**src/rtl/blsgen_pkg.sv**
```systemverilog
package blsgen_pkg;
  // strap format code that selects the phase-1 (I2S) layout
  localparam logic [1:0] FMT_I2S = 2'b01;

  typedef struct packed {
    logic sampleEdge;  // input mode: sample the marker now
    logic toggleEdge;  // output mode: advance and update the marker now
    logic outMode;     // marker is driven
    logic monoMode;    // doubled block period
  } blsStrobe_t;
endpackage

```
**src/rtl/blsgen_ctrl.sv**
```systemverilog
module blsgen_ctrl
  import blsgen_pkg::*;
#(
  parameter int SYNC_STAGES = 2
) (
  input  logic       clk,
  input  logic       rstN,
  input  logic       frameSync,
  input  logic       dirOut,
  input  logic       monoMode,
  input  logic       syncPhase,
  input  logic       strapMode,
  input  logic [1:0] strapFmt,
  output blsStrobe_t strobe
);
  localparam int LAST = SYNC_STAGES - 1;

  logic [LAST:0] fsChain;
  logic          fsPrev;
  logic          fsRise, fsFall, effPhase;

  generate
    if (SYNC_STAGES == 1) begin : g_one
      always_ff @(posedge clk) begin
        if (!rstN) fsChain <= '0;
        else       fsChain <= frameSync;
      end
    end else begin : g_many
      always_ff @(posedge clk) begin
        if (!rstN) fsChain <= '0;
        else       fsChain <= {fsChain[LAST-1:0], frameSync};
      end
    end
  endgenerate

  always_ff @(posedge clk) begin
    if (!rstN) fsPrev <= 1'b0;
    else       fsPrev <= fsChain[LAST];
  end

  always_comb begin
    fsRise   = fsChain[LAST] & ~fsPrev;
    fsFall   = ~fsChain[LAST] & fsPrev;
    effPhase = strapMode ? (strapFmt == FMT_I2S) : syncPhase;
    strobe.sampleEdge = ~dirOut & (effPhase ? fsFall : fsRise);
    strobe.toggleEdge = dirOut & (effPhase ? fsRise : fsFall);
    strobe.outMode    = dirOut;
    strobe.monoMode   = monoMode;
  end
endmodule

```
**src/rtl/blsgen_datapath.sv**
```systemverilog
module blsgen_datapath
  import blsgen_pkg::*;
#(
  parameter int FRAMES_PER_BLOCK = 192,
  parameter int SYNC_STAGES      = 2
) (
  input  logic       clk,
  input  logic       rstN,
  input  logic       blsIn,
  input  blsStrobe_t strobe,
  output logic       blsOut,
  output logic       blockStart
);
  localparam int CNT_W = $clog2(2 * FRAMES_PER_BLOCK);
  localparam logic [CNT_W-1:0] LAST_STEREO = CNT_W'(FRAMES_PER_BLOCK - 1);
  localparam logic [CNT_W-1:0] LAST_MONO   = CNT_W'(2 * FRAMES_PER_BLOCK - 1);
  localparam int LAST = SYNC_STAGES - 1;

  logic [LAST:0]      inChain;
  logic [CNT_W-1:0]   frameCnt, cntNext, lastIdx;
  logic               pulseQ, startQ;

  generate
    if (SYNC_STAGES == 1) begin : g_one
      always_ff @(posedge clk) begin
        if (!rstN) inChain <= '0;
        else       inChain <= blsIn;
      end
    end else begin : g_many
      always_ff @(posedge clk) begin
        if (!rstN) inChain <= '0;
        else       inChain <= {inChain[LAST-1:0], blsIn};
      end
    end
  endgenerate

  always_comb begin
    lastIdx = strobe.monoMode ? LAST_MONO : LAST_STEREO;
    cntNext = (frameCnt >= lastIdx) ? '0 : frameCnt + 1'b1;
  end

  always_ff @(posedge clk) begin
    if (!rstN) begin
      frameCnt <= '0;
      pulseQ   <= 1'b0;
      startQ   <= 1'b0;
    end else begin
      startQ <= 1'b0;
      if (!strobe.outMode) pulseQ <= 1'b0;
      if (strobe.sampleEdge) begin
        if (inChain[LAST]) begin
          frameCnt <= CNT_W'(1);  // realign: this frame is frame 0
          startQ   <= 1'b1;
        end else begin
          frameCnt <= cntNext;
        end
      end else if (strobe.toggleEdge) begin
        pulseQ   <= (frameCnt == '0);
        startQ   <= (frameCnt == '0);
        frameCnt <= cntNext;
      end
    end
  end

  assign blsOut     = pulseQ;
  assign blockStart = startQ;
endmodule

```
**src/rtl/blsgen_top.sv**
```systemverilog
module blsgen_top
  import blsgen_pkg::*;
#(
  parameter int FRAMES_PER_BLOCK = 192,
  parameter int SYNC_STAGES      = 2
) (
  input  logic       clk,
  input  logic       rstN,
  input  logic       frameSync,
  input  logic       blsIn,
  input  logic       dirOut,
  input  logic       monoMode,
  input  logic       syncPhase,
  input  logic       strapMode,
  input  logic [1:0] strapFmt,
  output logic       blsOut,
  output logic       blsOe,
  output logic       blockStart
);
  blsStrobe_t strobe;

  blsgen_ctrl #(.SYNC_STAGES(SYNC_STAGES)) u_ctrl (
    .clk(clk), .rstN(rstN), .frameSync(frameSync), .dirOut(dirOut),
    .monoMode(monoMode), .syncPhase(syncPhase), .strapMode(strapMode),
    .strapFmt(strapFmt), .strobe(strobe)
  );

  blsgen_datapath #(.FRAMES_PER_BLOCK(FRAMES_PER_BLOCK), .SYNC_STAGES(SYNC_STAGES)) u_dp (
    .clk(clk), .rstN(rstN), .blsIn(blsIn), .strobe(strobe),
    .blsOut(blsOut), .blockStart(blockStart)
  );

  assign blsOe = dirOut;
endmodule

```
**config.mk**
```make
export PLATFORM = sky130hd
export DESIGN_NAME = blsgen_top
export DESIGN_NICKNAME = d
export VERILOG_FILES = /design/src/rtl/blsgen_pkg.sv /design/src/rtl/blsgen_ctrl.sv /design/src/rtl/blsgen_datapath.sv /design/src/rtl/blsgen_top.sv
export SDC_FILE = /design/constraint.sdc
export NUM_CORES = 1
export LEC_CHECK = 0
export BUFFER_PORTS_ARGS = -buffer_cell sky130_fd_sc_hd__buf_2
export CORE_MARGIN = 5
export CORE_UTILIZATION = 55
export DETAILED_ROUTE_END_ITERATION = 7
export PLACE_DENSITY = 0.72
export SYNTH_ARGS = -nofsm -noshare
export SYNTH_HDL_FRONTEND = slang
export SYNTH_SLANG_ARGS = --single-unit
```
**constraint.sdc**
```tcl
create_clock -name clk -period 2.2 [get_ports clk]
set_clock_uncertainty 0.2 [all_clocks]
set_input_delay 0.44 -clock clk [delete_from_list [all_inputs] [get_ports clk]]
set_output_delay 0.44 -clock clk [all_outputs]
set_load 0.005 [all_outputs]
```
-- Word-level counts from Yosys, hierarchy flattened
Cells that the tools add are included.
- register bits after elaboration: 16
- input bits: 10
- output and inout port bits: 3
- word-level logic and storage cells: 32
- add/subtract/negate cells: 1
- $lt $le $gt $ge: 1
- equal/unequal tests: 1
- mux-type cells: 14
- bitwise gates (word level): 7
- reduce and logical (&&, ||, !) cells: 2
- operators with widths (kind ; number):
    9-bit two-way mux ; 5
    9-bit by 1-bit adder with 9-bit output, second input constant ; 1
    9-bit greater-or-equal comparator ; 1
    9-bit zero test ; 1
    1-bit two-way mux ; 9
    1-bit bitwise AND ; 4
    1-bit NOT ; 3
    2-bit by 1-bit == test with 1-bit output, second input constant ; 1
    2-bit nonzero test ; 1

-- Longest topological paths before layout
- word-level depth: 6
- depth in mapped cells: 7
- depth with buffers taken out: 7

-- By module
Synthesis repeated with hierarchy kept, for this count alone.
- cell total of the unflattened synthesis: 90
- area, all modules: 842.1 um2
- by module, submodules not included (module ; times used ; cells each ; area each (um2) ; sequential area each (um2)):
    blsgen_datapath ; 1 ; 72 ; 665.6 ; 260.2
    blsgen_ctrl ; 1 ; 17 ; 168.9 ; 60.1
    blsgen_top ; 1 ; 1 ; 7.5 ; 0.0

-- Worst setup path after synthesis
No wires, ideal clock.
- path type: input to register
- start point: input dirOut
- end point: register u_dp.frameCnt[2]
- library setup time: 0.074 ns
- arrival: 1.728 ns
- data required time: 1.926 ns
- setup slack: 0.198 ns
- stages on the path: 7
- path buffers: 2
- path through: buf_6 or4b_1 a211o_1 nand3_2 buf_6 nand4b_1 a31oi_1
- word-level cells in the longest chain between the ends: 3
- elaborated cells on any way between the ends: 5
- those cells by class: 1 x mux; 3 x bitwise; 1 x reduce/logical
- RTL lines (element ; RTL line ; source):
    start, declared ; blsgen_top.sv:11 ; input logic dirOut,
    1-bit NOT ; blsgen_ctrl.sv:45 ; strobe.sampleEdge = ~dirOut & (effPhase ? fsFall : fsRise);
    1-bit bitwise AND ; blsgen_ctrl.sv:45 ;
    9-bit two-way mux or 2-bit nonzero test (tied branches) ; n/a ;
    end signal, assigned ; blsgen_datapath.sv:55 ; frameCnt <= cntNext;
    end signal, assigned ; blsgen_datapath.sv:60 ; frameCnt <= cntNext;
    end, declared ; blsgen_datapath.sv:20 ; logic [CNT_W-1:0] frameCnt, cntNext, lastIdx;
Several ways; a longest one is shown, not always the timed one.
A chain may end at the register's enable or synchronous reset.

-- Worst setup path in the final report
- start point: register u_dp.frameCnt[7]
- end point: register u_dp.frameCnt[2]
- word-level cells in the longest chain between the ends: 4
- elaborated cells on any way between the ends: 5
- those cells by class: 1 x order compare; 4 x mux
- RTL lines (element ; RTL line ; source):
    9-bit greater-or-equal comparator (*) ; blsgen_datapath.sv:39 ; cntNext = (frameCnt >= lastIdx) ? '0 : frameCnt + 1'b1;
    9-bit two-way mux (*) ; blsgen_datapath.sv:39 ;
    9-bit two-way mux (on tied branches) ; blsgen_datapath.sv:57, blsgen_datapath.sv:51 ;
    9-bit two-way mux (*) ; blsgen_datapath.sv:50 ; if (strobe.sampleEdge) begin
Mark *: on every way between the ends. The rest lies on a longest branch, timed or not. The select of a mux whose other input is x is not followed.

==> results.toml <==
[final_layout]
num-fill-cells = 170
syn2layout_area_growth_pct = 9.034
fin_cells = 150
n_antenna_cell = 0
fin_area_mm2 = 0.001087
final_nets = 141
drive_above_1_share_pct = 21.60
post-route-util_pct = 62.97

[cts]
clock-sinks = 16
clock_latency_ns = 0.29
ctsResizeCount = 0
root_buffer = "clkbuf_4"
cts_setup_buffers = 0
htreeDepth = 1
tritoncts = "yes"
clockBufferDepth = 2
cts_buffers = 3
cts_hold_buf = 0
clk_pin_slew_ns = 0.09

[detailed_routing]
num_vias = 873
wire_per_inst_um = 13.58
dr.pass1.iters = 4
ant_nets = 0
via_per_inst = 5.820
drtIter0Drc = 34
drc = 0
drt_wl_total_um = 2037

[place]
globalplace.congestion = 0.8346
dp_cells = 146
post-place-ws_ns = 0.04770
hpwlAfterDp_um = 1470
dpl_cell_area_mm2 = 0.001051
port_buffers = 12

[yosys]
synth_warnings = 0
synth-seq-cells = 16
yosysSeqAreaShare_pct = 32.12
syn_area_um2 = 997.2
async_flop_share_pct = 0
syn-num-nets = 127
synth_ff_type = "dfxtp_1"
syn_area_per_cell_um2 = 8.904
synth_edf_count = 0
netlist_instances = 112
synth.distinct_cells = 41

[grt]
grt_antenna_before_repair = 0
grt_pass1_vias = 815
grt_max_degree = 12
grtUsageTotal_pct = 17.42
grt_pass1_wl_um = 3519
overflow = 0

[timing]
grt_setup_unrepaired = "no"
fin_ws_ns = 0.1923
hold_viol_final = 0
period_needed_ns = 2.008
finalSetupTns_ns = 0
maxClockFrequency_mhz = 498.1
tightestPinTransition_ns = 0.3694
period_share_pct = 91.26
setup_viol = 0
max_slew_margin_pct = 75.33
slew_viol_final = 0

[floorplanning]
initial_core_util_pct = 57.75
pin_count = 13
coreArea_mm2 = 0.001727
die_h_um = 52.58
dieArea_mm2 = 0.002765
die_w_um = 52.58
fp-row-count = 15

[power]
comb_power_share_pct = 9.5
swShare_pct = 23.42
powerDensity_mw_per_mm2 = 505.2
max-vdd-ir-drop_mv = 0.4022
clkPwrFrac_pct = 35.9
total_leakage_power_nw = 0.4466
p_int_uw = 420.6
p_seq_share_pct = 54.6
switching_power_uw = 128.7

[status]
outcome = "finished clean"

[worst_setup_path]
startpoint = "u_dp.frameCnt[7]$_SDFFE_PN0P_"
path_class = "reg -> reg"
required_ns = 2.23
r2r_start = "u_dp.frameCnt[7]$_SDFFE_PN0P_"
cp_max_fo = 9
startpoint_type = "flop"
crit_arrival_ns = 2.03
end_kind = "flop"

[worst_hold_path]
worstHoldStart = "blsIn"
worstHoldPathType = "in -> reg"

[flow_run]
max_cap_violations = 0
## synthesized netlist by cell type, drive strengths merged (2+ instances only)
| library cell | instances | share of area [%] |
|---|---|---|
| dfxtp | 16 | 32 |
| nand3b | 2 | 1.5 |
| ha | 5 | 6.3 |
| nor2 | 7 | 2.9 |
| nand3 | 20 | 11 |
| buf | 5 | 5.3 |
| nand4b | 2 | 1.8 |
| nand4 | 3 | 1.9 |
| a31oi | 2 | 1.3 |
| a21o | 2 | 1.6 |
| and2b | 2 | 1.8 |
| a21oi | 6 | 3.0 |
| o211ai | 2 | 1.5 |
| nand2 | 3 | 1.1 |
| mux2 | 2 | 2.3 |
| xnor2 | 5 | 4.4 |
| and2 | 5 | 3.1 |
| inv | 4 | 1.5 |
## metal layers
layer,track usage (%),vias to the layer above,part of all wire [%]
li1,-,435,-
met3,4.274,4,6.4
met1,22.57,400,48
met5,0,-,0
met2,27.48,34,45
met4,6.809,0,1.2
## area by class of cell
type / instances / area, um2 / area share, %
multi-input combinational: 87 / 609.3 / 56.04
tap: 25 / 31.28 / 2.877
clock buffer: 4 / 36.28 / 3.337
timing repair buffer: 14 / 75.07 / 6.905
sequential: 16 / 320.3 / 29.46
inverter: 4 / 15.01 / 1.381
## through the flow
stage / power, mW / hold WS (ns)
2_1_floorplan: 0.3465 / 0.2119
3_3_place_gp: 0.3562 / 0.2142
3_5_place_dp: 0.3584 / 0.2187
4_1_cts: 0.5537 / 0.1441
5_1_grt: 0.5773 / 0.1478
6_report: 0.5493 / 0.1490
## cells in the final DEF (no fill, tap or decap), types with 3 or more instances in the layout
cell / count
nand2_1: 3
dfxtp_1: 16
inv_1: 4
buf_2: 12
and2_1: 5
nand4_1: 3
nor2_1: 6
xnor2_1: 5
a21oi_1: 6
clkbuf_4: 3
ha_1: 5
nand3_1: 19
## power groups by stage
stage	clock, mW	sequential [mW]	combinational [mW]
final	0.197	0.300	0.0519
after detailed placement	0	0.307	0.0519
after global routing	0.218	0.301	0.0582
after CTS	0.202	0.300	0.0522
after global placement	0	0.306	0.0500
after floorplan	0	0.305	0.0413
## logic make-up after synthesis
family | synth area share (%)
AND/OR/NAND/NOR | 34.13
buffers and inverters | 6.775
adder cells (fa/ha/maj) | 6.274
multiplexers | 3.262
flip-flops | 32.12
AO/OA/AOI/OAI | 13.05
XOR/XNOR | 4.391
## flip-flops by register name (all words and copies together), names as in the netlist
name,count
u_ctrl.fsPrev,1
u_dp.blockStart,1
u_dp.frameCnt,9
u_dp.blsOut,1
u_dp.inChain,2
u_ctrl.fsChain,2
## critical path: stages, from the launching register on
cell,delay (ns)
dfxtp_1,0.45
ha_1,0.28
a21o_1,0.15
a21o_2,0.24
nor2_2,0.32
nand4b_1,0.14
a31oi_1,0.16
## final timing paths
path                                        end  slack (ns)  cells past startpoint
setup / recovery  u_dp.frameCnt[2]$_SDFFE_PN0P_        0.19                      6
setup reg to reg  u_dp.frameCnt[2]$_SDFFE_PN0P_        0.19                      6
hold / removal       u_dp.inChain[0]$_SDFF_PN0_        0.15                      2
hold reg to reg      u_dp.inChain[1]$_SDFF_PN0_        0.24                      1
Power figures use the tool's default switching activity.
